===== src/rtl/serial_latch_pkg.sv =====
package serial_latch_pkg;
  typedef struct packed {
    logic sck;
    logic sdi;
    logic lat;
  } line_t;

  localparam int unsigned LINE_W = $bits(line_t);
endpackage


===== src/rtl/serial_latch_sync.sv =====
module serial_latch_sync #(
  parameter int unsigned N      = 3,
  parameter int unsigned STAGES = 2
) (
  input  logic         clk_i,
  input  logic         rst_ni,
  input  logic [N-1:0] d_i,
  output logic [N-1:0] q_o
);
  logic [STAGES-1:0][N-1:0] stage_q;

  always_ff @(posedge clk_i or negedge rst_ni) begin
    if (!rst_ni) stage_q[0] <= '0;
    else         stage_q[0] <= d_i;
  end

  for (genvar g = 1; g < STAGES; g++) begin : g_stage
    always_ff @(posedge clk_i or negedge rst_ni) begin
      if (!rst_ni) stage_q[g] <= '0;
      else         stage_q[g] <= stage_q[g-1];
    end
  end

  assign q_o = stage_q[STAGES-1];
endmodule


===== src/rtl/serial_latch_edge.sv =====
module serial_latch_edge #(
  parameter int unsigned N = 3
) (
  input  logic         clk_i,
  input  logic         rst_ni,
  input  logic [N-1:0] lvl_i,
  output logic [N-1:0] rise_o
);
  logic [N-1:0] prev_q;

  always_ff @(posedge clk_i or negedge rst_ni) begin
    if (!rst_ni) prev_q <= '0;
    else         prev_q <= lvl_i;
  end

  for (genvar g = 0; g < N; g++) begin : g_rise
    assign rise_o[g] = lvl_i[g] & ~prev_q[g];
  end
endmodule


===== src/rtl/serial_latch_core.sv =====
module serial_latch_core #(
  parameter int unsigned WIDTH = 16
) (
  input  logic             clk_i,
  input  logic             rst_ni,
  input  logic             sck_rise_i,
  input  logic             sck_lvl_i,
  input  logic             sdi_lvl_i,
  input  logic             lat_rise_i,
  output logic [WIDTH-1:0] shift_o,
  output logic [WIDTH-1:0] word_o,
  output logic             valid_o
);
  logic [WIDTH-1:0] shift_q, word_q;
  logic             valid_q;
  logic             accept;

  // strobe qualified by serial clock low
  assign accept = lat_rise_i & ~sck_lvl_i;

  always_ff @(posedge clk_i or negedge rst_ni) begin
    if (!rst_ni) begin
      shift_q <= '0;
    end else if (sck_rise_i) begin
      shift_q <= {shift_q[WIDTH-2:0], sdi_lvl_i};
    end
  end

  always_ff @(posedge clk_i or negedge rst_ni) begin
    if (!rst_ni) begin
      word_q  <= '0;
      valid_q <= 1'b0;
    end else begin
      valid_q <= accept;
      if (accept) word_q <= shift_q;
    end
  end

  assign shift_o = shift_q;
  assign word_o  = word_q;
  assign valid_o = valid_q;
endmodule


===== src/rtl/serial_latch_rx.sv =====
module serial_latch_rx #(
  parameter int unsigned WIDTH       = 16,
  parameter int unsigned SYNC_STAGES = 2
) (
  input  logic             clk_i,
  input  logic             rst_ni,
  input  logic             sck_i,
  input  logic             sdi_i,
  input  logic             lat_i,
  output logic [WIDTH-1:0] word_o,
  output logic             valid_o
);
  import serial_latch_pkg::*;

  line_t            raw, lvl, rise;
  logic [WIDTH-1:0] shift_q;
  logic             sck_rise, sck_lvl, lat_rise;

  assign raw.sck = sck_i;
  assign raw.sdi = sdi_i;
  assign raw.lat = lat_i;

  serial_latch_sync #(.N(LINE_W), .STAGES(SYNC_STAGES)) u_sync (
    .clk_i (clk_i),
    .rst_ni(rst_ni),
    .d_i   (raw),
    .q_o   (lvl)
  );

  serial_latch_edge #(.N(LINE_W)) u_edge (
    .clk_i (clk_i),
    .rst_ni(rst_ni),
    .lvl_i (lvl),
    .rise_o(rise)
  );

  assign sck_rise = rise.sck;
  assign sck_lvl  = lvl.sck;
  assign lat_rise = rise.lat;

  serial_latch_core #(.WIDTH(WIDTH)) u_core (
    .clk_i     (clk_i),
    .rst_ni    (rst_ni),
    .sck_rise_i(sck_rise),
    .sck_lvl_i (sck_lvl),
    .sdi_lvl_i (lvl.sdi),
    .lat_rise_i(lat_rise),
    .shift_o   (shift_q),
    .word_o    (word_o),
    .valid_o   (valid_o)
  );
endmodule


===== config.mk =====
export PLATFORM = sky130hd
export DESIGN_NAME = serial_latch_rx
export DESIGN_NICKNAME = d
export VERILOG_FILES = /design/src/rtl/serial_latch_pkg.sv /design/src/rtl/serial_latch_sync.sv /design/src/rtl/serial_latch_edge.sv /design/src/rtl/serial_latch_core.sv /design/src/rtl/serial_latch_rx.sv
export SDC_FILE = /design/constraint.sdc
export NUM_CORES = 1
export LEC_CHECK = 0
export BUFFER_PORTS_ARGS = -buffer_cell sky130_fd_sc_hd__buf_2
export CORE_MARGIN = 10
export CORE_UTILIZATION = 55
export DETAILED_ROUTE_END_ITERATION = 6
export PLACE_DENSITY_LB_ADDON = 0.2
export REMOVE_ABC_BUFFERS = 1
export SETUP_SLACK_MARGIN = 0.2
export SLEW_MARGIN = 20
export SYNTH_ARGS = -nofsm -noshare
export SYNTH_HDL_FRONTEND = slang
export SYNTH_HIERARCHICAL = 1
export SYNTH_SLANG_ARGS = --single-unit

===== constraint.sdc =====
create_clock -name clk_i -period 1.8 [get_ports clk_i]
set_input_delay 0.36 -clock clk_i [delete_from_list [all_inputs] [get_ports clk_i]]
set_output_delay 0.36 -clock clk_i [all_outputs]
set_load 0.02 [all_outputs]

==> results.tsv <==
metric	value	unit
status	complete, no violations	
Hold Crit Class	in2async	
number of detailed-route iterations in the first pass	4	
final hold vios	0	
Post-CTS Setup Bufs	0	
WL/cell	15.8	um
CP Class	reg2reg	
Initial Util	56.5	%
CP required	2040	ps
total grt overflow	0	
DR iter-0 viols	31	
RSZ-0062 raised after global routing	false	
Achievable Freq	0.774	GHz
htree depth	2	
GRT Overall Usage	9.22	%
final net count	111	
clock latency on the worst-skew pair	360	ps
port bufs	21	
Area growth syn-to-layout	9.15	%
critical path arrival	1540	ps
CTS clk-pin slew, worst paths	120	ps
Post-CTS Hold Fix Bufs	0	
Hold Slack	37.8	ps
Syn Area/Cell	18.2	um^2
Die ar.	5300	um^2
yosys warns	6	
CTS tree	done	
Root Buffer	clkbuf_4	
count of pins over their slew limit	0	
leakage power	0.855	nW
crit path capture type	register	
maxcap violations	0	
setup_tns	0	ps
Design Area, Final	1670	um^2
largest net degree at the start of global routing	42	
VDD IR max	1020	uV
Die H	72.8	um
Clock Sinks	41	
skew final	13.2	ps
min Tclk post-route	1290	ps
Vias	699	
DR DRC count	0	
Tightest Pin Transition	488	ps
period utilization	71.8	%
core area	2710	um^2
Worst slew margin	67.5	%
worst-path maximum fanout	16	
share of cells above drive strength 1	60.7	%
Die X	72.8	um
antenna violations before repair	0	
boundary pin count	22	
row cnt	19	
via/cell ratio	5.07	
pre-CTS worst setup slack	500	ps
Startpoint Class	register	
Antenna Nets Post-Route	0	
gpl congestion	0.668	
Area after DPL	1620	um^2
CTS max path bufs	2	
vias in the first global route	775	
# setup viols final	0	
Post-Syn Area	1530	um^2
post-layout util	61.7	%
P per Cell Area	1530	nW/um^2
Cells after Synth	84	
Routed WL	2.18	mm
final worst slack	507	ps
first-pass GRT wire length	3.68	mm
n_diodes	0	
TritonCTS Buffers	5	
post_cts resized	0	
-- layout by cell type (no fill, tap or decap), drive strengths merged --
| cell | instances |
|---|---|
| nand2b | 1 |
| mux2 | 32 |
| clkbuf | 5 |
| clkinv | 2 |
| clkinvlp | 1 |
| buf | 22 |
| inv | 1 |
| nor2b | 2 |
| dfrtp | 41 |
-- through the flow --
stage	instances	total power [W]
2_1_floorplan	77	0.00190
6_report	138	0.00256
3_3_place_gp	130	0.00213
4_1_cts	138	0.00261
3_5_place_dp	130	0.00217
5_1_grt	138	0.00273
-- registers in the layout, summed over array words and instances (netlist names) --
signal          flops
u_core/valid_o      1
u_sync/q_o          3
u_core/shift_o     16
u_sync/stage_q      3
u_edge/prev_q       2
u_core/word_o      16
-- worst max-delay path, cell delays in order, from the launching register on --
cell,delay [ps]
dfrtp_1,380
nor2b_4,420
mux2_2,390
-- metal layers --
layer / global-route usage, % / vias up / share of wire, %
met5: 0 / - / 0
met3: 4.63 / 4 / 9.7
met2: 13.4 / 22 / 46
met4: 6.96 / 0 / 1.6
met1: 10.1 / 350 / 42
li1: - / 323 / -
-- power breakdown --
group          switching [W]  internal (W)
clock network       0.000289      0.000147
registers           0.000176       0.00122
logic               0.000345      0.000381
total               0.000809       0.00175
-- area by class of cell --
cell class	instances	area, um^2
Fill cell	229	1040
Sequential cell	41	1030
Multi-Input combinational cell	35	435
Timing Repair Buffer	22	113
Tap cell	31	38.8
Clock buffer	5	37.5
Clock inverter	3	17.5
Inverter	1	3.75
-- final timing paths --
path / start / to / slack [ps] / cells past startpoint
setup / recovery: u_sync/q_o[2] / u_core/shift_o[13] / 510 / 2
hold / removal: rst_ni / u_core/shift_o[6] / 40 / 2
setup reg to reg: u_sync/q_o[2] / u_core/shift_o[13] / 510 / 2
hold reg to reg: u_sync/stage_q[2] / u_sync/q_o[2] / 360 / 0
max in group asynchronous: rst_ni / u_edge/prev_q[2] / 1420 / 2
min in group clk_i: sdi_i / u_sync/stage_q[1] / 100 / 1
(Power assumes the default switching activity.)
